==> src/rtl/sadc_pkg.sv <==
package sadc_pkg;

  localparam int unsigned SADC_BITS = 12;

  typedef enum logic [1:0] {
    CV_IDLE  = 2'd0,
    CV_PULSE = 2'd1,
    CV_WAIT  = 2'd2,
    CV_XFER  = 2'd3
  } cv_state_t;

  // A burst is complete only when the edge count matches the word width.
  function automatic logic burst_complete(input int unsigned seen,
                                          input int unsigned want);
    return seen == want;
  endfunction

  // Sample tag for a burst: the previous conversion's number.
  function automatic logic [31:0] prior_index(input logic [31:0] conv_num);
    return conv_num - 32'd1;
  endfunction

endpackage

==> src/rtl/sadc_sync.sv <==
module sadc_sync #(
  parameter int unsigned W       = 1,
  parameter int unsigned STAGES  = 2,
  parameter logic [W-1:0] RST_VAL = '0
) (
  input  logic         clk,
  input  logic         rst_n,
  input  logic [W-1:0] d,
  output logic [W-1:0] q
);

  logic [W-1:0] stg [STAGES];

  always_ff @(posedge clk or negedge rst_n) begin
    if (!rst_n) stg[0] <= RST_VAL;
    else        stg[0] <= d;
  end

  for (genvar i = 1; i < STAGES; i++) begin : g_stage
    always_ff @(posedge clk or negedge rst_n) begin
      if (!rst_n) stg[i] <= RST_VAL;
      else        stg[i] <= stg[i-1];
    end
  end

  assign q = stg[STAGES-1];

endmodule

==> src/rtl/sadc_conv_ctrl.sv <==
module sadc_conv_ctrl
  import sadc_pkg::*;
#(
  parameter int unsigned PULSE_CYC = 3,
  parameter int unsigned SPACE_CYC = 1250,
  parameter int unsigned IDX_W     = 16
) (
  input  logic             clk,
  input  logic             rst_n,
  input  logic             conv_req,
  input  logic             busy_s,
  output logic             conv_n,
  output logic             active,
  output logic             start,
  output logic             busy_rise,
  output logic             done,
  output logic [IDX_W-1:0] conv_num
);

  localparam int unsigned PW = (PULSE_CYC < 2) ? 1 : $clog2(PULSE_CYC);
  localparam int unsigned GW = $clog2(SPACE_CYC + 1);

  cv_state_t      state;
  logic [PW-1:0]  pcnt;
  logic [GW-1:0]  gap;
  logic           busy_q;
  logic [IDX_W-1:0] next_num;
  logic           gap_ok;

  assign gap_ok    = (gap >= GW'(SPACE_CYC));
  assign start     = (state == CV_IDLE) && conv_req && busy_s && gap_ok;
  assign busy_rise = busy_s && !busy_q;
  assign done      = (state == CV_XFER) && busy_rise;
  assign active    = (state != CV_IDLE);

  always_ff @(posedge clk or negedge rst_n) begin
    if (!rst_n) busy_q <= 1'b1;
    else        busy_q <= busy_s;
  end

  // Spacing counter: distance in cycles from the last accepted request.
  always_ff @(posedge clk or negedge rst_n) begin
    if (!rst_n)       gap <= GW'(SPACE_CYC);
    else if (start)   gap <= GW'(1);
    else if (!gap_ok) gap <= gap + GW'(1);
  end

  always_ff @(posedge clk or negedge rst_n) begin
    if (!rst_n) begin
      state    <= CV_IDLE;
      pcnt     <= '0;
      conv_n   <= 1'b1;
      conv_num <= '0;
      next_num <= '0;
    end else begin
      case (state)
        CV_IDLE: begin
          if (start) begin
            state    <= CV_PULSE;
            conv_n   <= 1'b0;
            pcnt     <= PW'(PULSE_CYC - 1);
            conv_num <= next_num;
            next_num <= next_num + IDX_W'(1);
          end
        end
        CV_PULSE: begin
          if (pcnt == '0) begin
            conv_n <= 1'b1;
            state  <= CV_WAIT;
          end else begin
            pcnt <= pcnt - PW'(1);
          end
        end
        CV_WAIT: begin
          if (!busy_s) state <= CV_XFER;
        end
        CV_XFER: begin
          if (busy_rise) state <= CV_IDLE;
        end
        default: state <= CV_IDLE;
      endcase
    end
  end

endmodule

==> src/rtl/sadc_deser.sv <==
module sadc_deser #(
  parameter int unsigned DATA_W = 12,
  parameter int unsigned CNT_W  = 4
) (
  input  logic              clk,
  input  logic              rst_n,
  input  logic              start,
  input  logic              active,
  input  logic              dclk_s,
  input  logic              sdata_s,
  output logic              dclk_rise,
  output logic              bit_take,
  output logic [DATA_W-1:0] word,
  output logic [CNT_W-1:0]  edges
);

  localparam logic [CNT_W-1:0] CNT_MAX = '1;

  logic dclk_q;

  assign dclk_rise = dclk_s && !dclk_q;
  assign bit_take  = dclk_rise && active;

  always_ff @(posedge clk or negedge rst_n) begin
    if (!rst_n) dclk_q <= 1'b0;
    else        dclk_q <= dclk_s;
  end

  // MSB arrives first: shift left, new bit enters at the bottom.
  always_ff @(posedge clk or negedge rst_n) begin
    if (!rst_n) begin
      word  <= '0;
      edges <= '0;
    end else if (start) begin
      word  <= '0;
      edges <= '0;
    end else if (bit_take) begin
      word <= {word[DATA_W-2:0], sdata_s};
      if (edges != CNT_MAX) edges <= edges + CNT_W'(1);
    end
  end

endmodule

==> src/rtl/sadc_rx.sv <==
module sadc_rx
  import sadc_pkg::*;
#(
  parameter int unsigned DATA_W      = SADC_BITS,
  parameter int unsigned IDX_W       = 16,
  parameter int unsigned PULSE_CYC   = 3,
  parameter int unsigned SPACE_CYC   = 1250,
  parameter int unsigned SYNC_STAGES = 2
) (
  input  logic                     clk,
  input  logic                     rst_n,
  input  logic                     conv_req,
  output logic                     adc_conv_n,
  input  logic                     adc_busy,
  input  logic                     adc_dclk,
  input  logic                     adc_sdata,
  output logic                     smp_valid,
  output logic signed [DATA_W-1:0] smp_data,
  output logic [IDX_W-1:0]         smp_index,
  output logic                     frame_err
);

  localparam int unsigned CNT_W = $clog2(DATA_W + 2);

  function automatic logic signed [DATA_W-1:0] as_sample(input logic [DATA_W-1:0] w);
    return $signed(w);
  endfunction

  logic [2:0]        sync_q;
  logic              busy_s, dclk_s, sdata_s;
  logic              start, active, busy_rise, burst_done;
  logic              dclk_rise, bit_take;
  logic [IDX_W-1:0]  conv_num;
  logic [DATA_W-1:0] word;
  logic [CNT_W-1:0]  edges;
  logic              first_seen;
  logic              burst_good;
  logic [31:0]       tag_full;

  sadc_sync #(
    .W      (3),
    .STAGES (SYNC_STAGES),
    .RST_VAL(3'b100)
  ) u_sync (
    .clk  (clk),
    .rst_n(rst_n),
    .d    ({adc_busy, adc_dclk, adc_sdata}),
    .q    (sync_q)
  );

  assign busy_s  = sync_q[2];
  assign dclk_s  = sync_q[1];
  assign sdata_s = sync_q[0];

  sadc_conv_ctrl #(
    .PULSE_CYC(PULSE_CYC),
    .SPACE_CYC(SPACE_CYC),
    .IDX_W    (IDX_W)
  ) u_ctrl (
    .clk      (clk),
    .rst_n    (rst_n),
    .conv_req (conv_req),
    .busy_s   (busy_s),
    .conv_n   (adc_conv_n),
    .active   (active),
    .start    (start),
    .busy_rise(busy_rise),
    .done     (burst_done),
    .conv_num (conv_num)
  );

  sadc_deser #(
    .DATA_W(DATA_W),
    .CNT_W (CNT_W)
  ) u_deser (
    .clk      (clk),
    .rst_n    (rst_n),
    .start    (start),
    .active   (active),
    .dclk_s   (dclk_s),
    .sdata_s  (sdata_s),
    .dclk_rise(dclk_rise),
    .bit_take (bit_take),
    .word     (word),
    .edges    (edges)
  );

  assign burst_good = burst_complete(32'(edges), DATA_W);
  assign tag_full   = prior_index(32'(conv_num));

  always_ff @(posedge clk or negedge rst_n) begin
    if (!rst_n) begin
      smp_valid  <= 1'b0;
      frame_err  <= 1'b0;
      smp_data   <= '0;
      smp_index  <= '0;
      first_seen <= 1'b0;
    end else begin
      smp_valid <= 1'b0;
      frame_err <= 1'b0;
      if (burst_done) begin
        if (!first_seen) begin
          first_seen <= 1'b1;
        end else if (burst_good) begin
          smp_valid <= 1'b1;
          smp_data  <= as_sample(word);
          smp_index <= tag_full[IDX_W-1:0];
        end else begin
          frame_err <= 1'b1;
        end
      end
    end
  end

endmodule

==> config.mk <==
export PLATFORM = sky130hd
export DESIGN_NAME = sadc_rx
export DESIGN_NICKNAME = d
export VERILOG_FILES = /design/src/rtl/sadc_pkg.sv /design/src/rtl/sadc_sync.sv /design/src/rtl/sadc_conv_ctrl.sv /design/src/rtl/sadc_deser.sv /design/src/rtl/sadc_rx.sv
export SDC_FILE = /design/constraint.sdc
export NUM_CORES = 1
export LEC_CHECK = 0
export ABC_AREA = 1
export BUFFER_PORTS_ARGS = -buffer_cell sky130_fd_sc_hd__buf_2
export CAP_MARGIN = 20
export CORE_ASPECT_RATIO = 1.4
export CORE_UTILIZATION = 36
export DETAILED_ROUTE_END_ITERATION = 8
export SYNTH_ARGS = -nofsm -noshare
export SYNTH_HDL_FRONTEND = slang
export SYNTH_SLANG_ARGS = --single-unit
==> constraint.sdc <==
create_clock -name clk -period 3.7 [get_ports clk]
set_input_delay 0.185 -clock clk [delete_from_list [all_inputs] [get_ports clk]]
set_output_delay 0.185 -clock clk [all_outputs]
set_load 0.05 [all_outputs]
# Yosys cells after proc, flatten, opt, wreduce, memory -nomap -nowiden
# Index checks and enable logic that the tools add are counted.
word_totals:
  ff_bits: 103
  inputBits: 6
  out_inout_bits: 31
  elab_cells: 79
classes:
  addsub: 5
  n_lt_le_gt_ge: 1
  n_eq_ne: 11
  n_mux: 24
  reduce_logical: 21
op_table:
  columns: ["operator", "n"]
  rows:
  - ["$mux W12", 2]
  - ["$mux W11", 2]
  - ["$add A16 B1 Y16 const B", 1]
  - ["$sub A16 B1 Y16 const B", 1]
  - ["$mux W2", 6]
  - ["$mux W4", 3]
  - ["$add A11 B1 Y11 const B", 1]
  - ["$ge A11 B11 Y1 const B", 1]
  - ["$reduce_and A3 Y1", 3]
  - ["$mux W1", 8]
  - ["$ne A2 B2 Y1 const B", 4]
  - ["$pmux W2 S4", 1]
  - ["$reduce_bool A2 Y1", 4]
  - ["$logic_and A1 B1 Y1", 7]
  - ["$add A4 B1 Y4 const B", 1]
  - ["$eq A2 B2 Y1 const B", 2]
  - ["$eq A4 B4 Y1 const B", 1]
  - ["$logic_not A2 Y1", 2]
  - ["$ne A2 B1 Y1 const B", 2]
  - ["$ne A4 B4 Y1 const B", 1]
  - ["$pmux W2 S2", 1]
  - ["$reduce_and A2 Y1", 2]
  - ["$reduce_and A4 Y1", 1]
  - ["$eq A2 B1 Y1 const B", 1]
  - ["other kinds (3)", 4]

# Logic depth before layout (Yosys ltp)
# Gate-level depths: netlist of run 1.
logic_depth:
  ltp_word: 6
  mapped_depth: 12
  depth_no_buf: 11

# Hierarchy
# From an unflattened synthesis of run 1, not the netlist that was laid out.
unflattened:
  hier_cells: 609
  area_unflattened_um2: 5087.4
modules_own_cells:
  columns: ["mod", "instances", "cells_per_inst", "area_each_um2"]
  rows:
  - ["sadc_conv_ctrl", 1, 307, 2616.3]
  - ["sadc_rx", 1, 205, 1549.0]
  - ["sadc_deser", 1, 88, 747.0]
  - ["sadc_sync", 1, 9, 175.2]

# Least setup slack after synthesis of run 1
# No wires, ideal clock.
synth_timing:
  kind: "register to register"
  start: "reg u_ctrl.state[0]"
  end: "reg u_deser.edges[3]"
  setup_time_ps: 113
  arrival_time_ps: 1542
  required_time_ps: 3587
  slack_ps: 2045
  path_stages_with_launch: 11
  period_less_slack_ps: 1655
  path_cell_list: "dfrtp_1 inv_1 ha_1 nor2_1 nand2_1 a31oi_1 nand2_1 xor2_1 inv_1 nand2_1 inv_1"
synth_between:
  elab_chain_cells: 6
  word_cells_on_any_way: 10
synth_rtl:
  columns: ["item", "line", "text"]
  rows:
  - ["start, declared", "sadc_conv_ctrl.sv:23", "cv_state_t state;"]
  - ["start signal, assigned", "sadc_conv_ctrl.sv:50", "state <= CV_IDLE;"]
  - ["start signal, assigned", "sadc_conv_ctrl.sv:59", "state <= CV_PULSE;"]
  - ["start signal, assigned", "sadc_conv_ctrl.sv:69", "state <= CV_WAIT;"]
  - ["$logic_not A2 Y1", "sadc_conv_ctrl.sv:31", "assign start = (state == CV_IDLE) && conv_req && busy_s && gap_ok;"]
  - ["$logic_and A1 B1 Y1 (3 in series)", "sadc_conv_ctrl.sv:31", null]
  - ["$reduce_bool A2 Y1 (no source line)", null, null]
  - ["$reduce_and A2 Y1 (no source line)", null, null]
  - ["end signal, assigned", "sadc_deser.sv:39", "if (edges != CNT_MAX) edges <= edges + CNT_W'(1);"]
  - ["end, declared", "sadc_deser.sv:14", "output logic [CNT_W-1:0] edges"]
# Several ways; a longest one is shown, not always the timed one.
# A chain may end at the register's enable or synchronous reset.

# Final worst setup path of run 1
layout_timing:
  start: "reg u_ctrl.gap[1]"
  end: "reg u_ctrl.next_num[14]"
layout_between:
  elab_chain_cells: 3
layout_rtl:
  columns: ["item", "line", "text"]
  rows:
  - ["start, declared", "sadc_conv_ctrl.sv:25", "logic [GW-1:0] gap;"]
  - ["start signal, assigned", "sadc_conv_ctrl.sv:43", "if (!rst_n) gap <= GW'(SPACE_CYC);"]
  - ["start signal, assigned", "sadc_conv_ctrl.sv:45", "else if (!gap_ok) gap <= gap + GW'(1);"]
  - ["$ge A11 B11 Y1", "sadc_conv_ctrl.sv:30", "assign gap_ok = (gap >= GW'(SPACE_CYC));"]
  - ["$logic_and A1 B1 Y1", "sadc_conv_ctrl.sv:31", null]
  - ["$reduce_and A2 Y1 (no source line)", null, null]
  - ["end signal, assigned", "sadc_conv_ctrl.sv:63", "next_num <= next_num + IDX_W'(1);"]
  - ["end, declared", "sadc_conv_ctrl.sv:27", "logic [IDX_W-1:0] next_num;"]
# Every way passes these cells.

==> results_dict.tcl, run 1 <==
set metrics [dict create \
    outcome "finished clean" \
    setup_viol 0 \
    path_class "reg2reg" \
    cts.clk_slew.worst_paths_ns 0.07 \
    yosysSeqAreaShare_pct 53.7 \
    end_kind "flip-flop" \
    critPathLaunchType "flip-flop" \
    grt.total_usage_pct 13.4 \
    mostFrequentLayoutCell "nand2_1" \
    synth.area.top_cells "dfrtp_1 49%, nand2_1 12%, inv_1 6.3%" \
    syn_to_final_growth_pct 15.3 \
    synthAdderAreaFrac_pct 3.12 \
    synth_top_family_by_area "simple AND/OR/NAND/NOR gates" \
    diodes 0 \
    rsz0062_at_grt "no" \
    hp-class "reg2reg" \
    grt_pass1_wl_mm 15.2 \
    place_ws_ns 1.51 \
    yosys.area.top_type "dfrtp_1" \
    synth_cells 580 \
    cts_tree "done" \
    p_leak_nw 2.86 \
    rr_startpoint "u_ctrl.gap[1]$_DFFE_PN1P_" \
    antenna_found_initial 0 \
    syn_area_um2 4820 \
    yosysUniqueCellTypes 30 \
    path_max_fanout 34 \
    crit_required_ns 3.91 \
    fin_util_pct 42.9 \
    total_power_mw 3.72 \
    boundaryPins 37 \
    cts-root-buf "clkbuf_16" \
    switching_share_pct 35.0 \
    wl_per_cell_um 11.0 \
    viasPerCell 4.46 \
    cts.repair.resized 0 \
    final-hold-violation-count 0 \
    nNetsFinal 639 \
    hpwl_mm 6.36 \
    grt_max_degree 64 \
    worstMarginPinSlew_ns 0.803 \
    htreeDepth 3 \
    cp-endpoint "u_ctrl.next_num[14]$_DFFE_PN0P_" \
    synth_xor_area_share_pct 3.64 \
    fin_tns_setup_ns 0 \
    layout-drive-gt1-share_pct 12.1 \
    cp-startpoint "u_ctrl.gap[1]$_DFFE_PN1P_" \
    fin_cells 804 \
    synth-seq-cells 103 \
    drc 0 \
    ant_nets 0 \
    die_x_um 99.8 \
    fp-row-count 49 \
    clock_path_buffers 2 \
    p_int_mw 2.42 \
    synth_compound_area_share_pct 7.58 \
    synth.mux.area_fraction_pct 0 \
    cap_violations 0 \
    reg2reg_to "u_ctrl.next_num[14]$_DFFE_PN0P_" \
    synthSimpleGateAreaFrac_pct 24.2 \
    synth_area_per_cell_um2 8.31 \
    drt_pre_antenna_iters 4 \
    placed_area_um2 5180 \
    overflow 0 \
    power_frac_clock_pct 27.8 \
    finClkSkew_ns 0.00662 \
    io_buffers 36 \
    final_cell_mix "148 x nand2_1, 94 x dfrtp_1, 81 x inv_1" \
    fin_crit_ns 2.19 \
    synth_top_area_share_pct 48.8 \
    dp_cells 784 \
    wirelength_mm 8.82 \
    combPwrFrac_pct 28.8 \
    reg2reg_depth 9 \
    min_from "u_sync.stg[3]$_DFF_PN0_" \
    p_switching_mw 1.30 \
    dieArea_um2 13900 \
    holdWs_ns 0.349 \
    critPathArrivalTime_ns 2.40 \
    worstSkewPairLatency_ns 0.33 \
    ir_drop_v 0.000267 \
    grt_pass1_vias 3449 \
    fin_ws_ns 1.51 \
    rrSetupSlack_ns 1.51 \
    seqPwrFrac_pct 43.4 \
    drv_slew 0 \
    syn_nets 598 \
    relSlewSlack_pct 46.5 \
    gp_congestion 0.835 \
    min_period_over_period_pct 59.1 \
    first_iter_violations 143 \
    numClockSinks 103 \
    vias 3582 \
    fin_area_um2 5560 \
    start_util_pct 37.2 \
    timing.fmax_mhz 457 \
    ys_warn_count 0 \
    coreArea_um2 12900 \
    die_height_um 139 \
    power.density_nw_per_um2 670 \
    cts_buffers 9 \
]
==> timing repair <==
item,CTS,global route
hold buffers,4,0
setup buffers,0,0
hold endpoints to repair,56,0
==> kinds of logic (layout without fill, tap and decap cells) <==
| family | Yosys count | count (layout) |
|---|---|---|
| xor+xnor | 20 | 20 |
| simple gates | 280 | 280 |
| buf+inv | 96 | 142 |
| compound gates | 69 | 69 |
| flops | 103 | 103 |
| fa+ha+maj | 12 | 12 |
==> power groups by stage <==
stage / sequential, mW / clock (mW) / combinational [mW]
after floorplan: 1.63 / 0 / 0.816
after global placement: 1.62 / 0 / 1.04
after detailed placement: 1.63 / 0 / 1.08
after CTS: 1.61 / 1.06 / 1.09
after global routing: 1.65 / 1.11 / 1.25
final: 1.61 / 1.03 / 1.07
==> per-layer routing <==
metal	GRT usage [%]	vias to the layer above	share of wire (%)
li1	-	1882	-
met1	16.2	1665	47
met2	23.6	28	50
met3	2.17	7	1.9
met4	5.26	0	1.4
met5	0	-	0
==> synth_stat cells <==
cell / instances
nand2_1: 148
dfrtp_1: 94
inv_1: 81
nor2_1: 78
o21ai_0: 49
nand3_1: 27
xor2_1: 19
ha_1: 12
nor3_1: 11
dfstp_2: 9
a31oi_1: 7
clkbuf_1: 6
o21ai_1: 6
buf_2: 5
nand4_1: 5
nor2_2: 4
a21oi_1: 3
buf_4: 2
inv_2: 2
or2_2: 2
a221oi_1: 1
a31o_2: 1
nand2_2: 1
nand3_2: 1
nand3_4: 1
nor3_4: 1
o21a_1: 1
o22ai_1: 1
or2_1: 1
xnor2_1: 1
==> state kept, by name, indices dropped and copies added (netlist names), 3 cells and up <==
signal	cells
smp_data	12
u_ctrl.gap	11
u_ctrl.next_num	16
u_ctrl.conv_num	16
smp_index	16
u_sync.q	3
u_sync.stg	3
u_deser.word	12
u_deser.edges	4
==> layout make-up <==
cell class	instances	area, µm²
tap	178	223
multi-input combinational	381	1850
inverter	83	312
clock inverter	4	76.3
clock buffer	12	256
timing repair buffer	43	245
sequential	103	2590
fill	1265	7380
==> worst min path at each step <==
stage | cells after the start | slack (ns) | end
final | 0 | 0.35 | u_sync.q[0]$_DFF_PN0_
after global routing | 0 | 0.37 | u_sync.q[2]$_DFF_PN1_
after CTS | 0 | 0.35 | u_sync.q[0]$_DFF_PN0_
after detailed placement | 1 | 0.29 | u_sync.stg[5]$_DFF_PN1_
after global placement | 1 | 0.29 | u_sync.stg[5]$_DFF_PN1_
after floorplan | 0 | -0.11 | first_seen$_DFFE_PN0P_
==> worst max-delay path, stage by stage (launching register included) <==
cell,delay [ns]
dfstp_2,0.58
ha_1,0.16
inv_1,0.04
nor2_1,0.09
nand2_1,0.07
nand3_2,0.10
nand3_4,0.32
inv_2,0.41
nand2_1,0.12
xor2_1,0.17
(Power assumes the default switching activity.)
==> run 2, diff against run 1 <==
clock period = 1.8 ns   (was 3.7 ns; I/O delays follow)
==> results_dict.tcl, run 2 (synthesis gave the netlist of run 1 again) <==
set metrics [dict create \
    power.density_nw_per_um2 1350 \
    hp-class "in2reg" \
    clock_path_buffers 2 \
    cts_tree "done" \
    gp_congestion 0.799 \
    whs_endpoint "u_ctrl.gap[1]$_DFFE_PN1P_" \
    multiInputGateArea_um2 1920 \
    numClockSinks 103 \
    crit_required_ns 2.02 \
    cts-root-buf "clkbuf_16" \
    cts_buffers 9 \
    grt_pass1_wl_mm 16.0 \
    worstSkewPairLatency_ns 0.35 \
    ant_nets 0 \
    boundaryPins 37 \
    regArea_um2 2590 \
    end_kind "flip-flop" \
    drc 0 \
    reg_top3 "smp_index (16), u_ctrl.conv_num (16), u_ctrl.next_num (16)" \
    holdWs_ns 0.215 \
    critPathArrivalTime_ns 1.92 \
    min_period_over_period_pct 94.9 \
    fin_util_pct 45.3 \
    rrSetupSlack_ns 0.09 \
    coreArea_um2 12900 \
    grt_max_degree 51 \
    nNetsFinal 659 \
    drv_slew 0 \
    final-hold-violation-count 0 \
    die_height_um 139 \
    vias 3795 \
    placed_area_um2 5300 \
    start_util_pct 37.2 \
    timing.fmax_mhz 585 \
    fin_area_um2 5860 \
    die_x_um 99.8 \
    dieArea_um2 13900 \
    cap_violations 0 \
    rr_startpoint "u_ctrl.gap[1]$_DFFE_PN1P_" \
    cts.clk_slew.worst_paths_ns 0.07 \
    relSlewSlack_pct 67.9 \
    layout-drive-gt1-share_pct 16.7 \
    min_from "conv_req" \
    whs_path_depth 6 \
    mostFrequentLayoutCell "nand2_1" \
    setup_viol 0 \
    total_power_mw 7.90 \
    reg2reg_to "u_ctrl.conv_num[9]$_DFFE_PN0P_" \
    first_iter_violations 168 \
    grt_pass1_vias 3685 \
    drt_pre_antenna_iters 4 \
    diodes 0 \
    ir_drop_v 0.000496 \
    overflow 0 \
    final_cell_mix "144 x nand2_1, 94 x dfrtp_1, 79 x inv_1" \
    wirelength_mm 9.66 \
    p_leak_nw 2.99 \
    path_class "reg2reg" \
    htreeDepth 3 \
    hpwl_mm 6.71 \
    critPathLaunchType "flip-flop" \
    reg2reg_depth 10 \
    path_max_fanout 7 \
    fin_crit_ns 1.71 \
    grt.total_usage_pct 14.6 \
    fp-row-count 49 \
    outcome "finished clean" \
    viasPerCell 4.61 \
    antenna_found_initial 0 \
    io_buffers 36 \
    syn_to_final_growth_pct 21.7 \
    nFillCells 1283 \
    worstMarginPinSlew_ns 0.482 \
    finClkSkew_ns 0.00780 \
    wl_per_cell_um 11.7 \
]
## run 2: cell types whose count changed in the layout (fill, tap and decap cells not counted), sizes merged
cell	delta
buf	+18
clkbuf	+1
clkinvlp	-1
clkinv	+1
## run 2: layer usage
layer / routed length [µm] / global-route usage, % / up-vias
met2: 4960 / 25.8 / 69
met4: 289 / 8.51 / 0
li1: - / - / 1924
met5: 0 / 0 / -
met3: 242 / 2.87 / 21
met1: 4180 / 16.0 / 1781
## run 2: report_power, final
group	total (mW)	leakage (nW)	internal, mW	switching [mW]
Combinational	2.53	1.52	0.955	1.58
Clock	2.08	0.152	1.22	0.852
Sequential	3.29	1.32	2.90	0.390
Total	7.90	2.99	5.08	2.82
## run 2: worst max path at each step
stage	startpoint	cells after the start	slack, ns	end
global route	u_ctrl.gap[1]$_DFFE_PN1P_	11	-0.02	u_ctrl.conv_num[7]$_DFFE_PN0P_
CTS	u_ctrl.gap[1]$_DFFE_PN1P_	10	0.02	u_ctrl.conv_num[7]$_DFFE_PN0P_
detailed placement	u_ctrl.gap[1]$_DFFE_PN1P_	9	0.03	u_ctrl.conv_num[12]$_DFFE_PN0P_
floorplan	u_ctrl.state[0]$_DFFE_PN0P_	10	0.15	u_deser.edges[3]$_DFFE_PN0P_
finish	u_ctrl.gap[1]$_DFFE_PN1P_	10	0.09	u_ctrl.conv_num[9]$_DFFE_PN0P_
global placement	u_ctrl.gap[1]$_DFFE_PN1P_	9	0.09	u_ctrl.conv_num[15]$_DFFE_PN0P_
## run 2: critical path: stages, from the launching register on
cell and delay, ns:
dfstp_2 0.56, ha_4 0.13, inv_2 0.03, nor2_2 0.07, nand2_1 0.07, nand3_2 0.09
nand3_4 0.13, buf_4 0.18, clkbuf_16 0.15, nand2_1 0.06, o21ai_0 0.10
## run 2: stage by stage
step | instances | setup TNS [ns] | setup WS (ns)
after detailed placement | 796 | 0 | 0.0318
after global routing | 823 | -0.0178 | -0.0176
after CTS | 815 | 0 | 0.0250
final | 823 | 0 | 0.0909
after global placement | 796 | 0 | 0.0941
after floorplan | 580 | 0 | 0.145
## run 2: layout make-up
class                   instances  area share, %
clock buffers                  11           3.97
clock inverters                 4           1.37
multi-input cells             381           32.8
inverters                      83           5.49
well taps                     178           3.80
flip-flops and latches        103           44.2
repair buffers                 63           8.43
## run 2: repair_timing
| action | CTS | global route |
|---|---|---|
| hold buffers | 4 | 0 |
| buffers inserted | 0 | 6 |
| endpoints found under the setup margin | 0 | 64 |
| endpoints found under the hold margin | 32 | 0 |
| gates resized for setup | 0 | 38 |
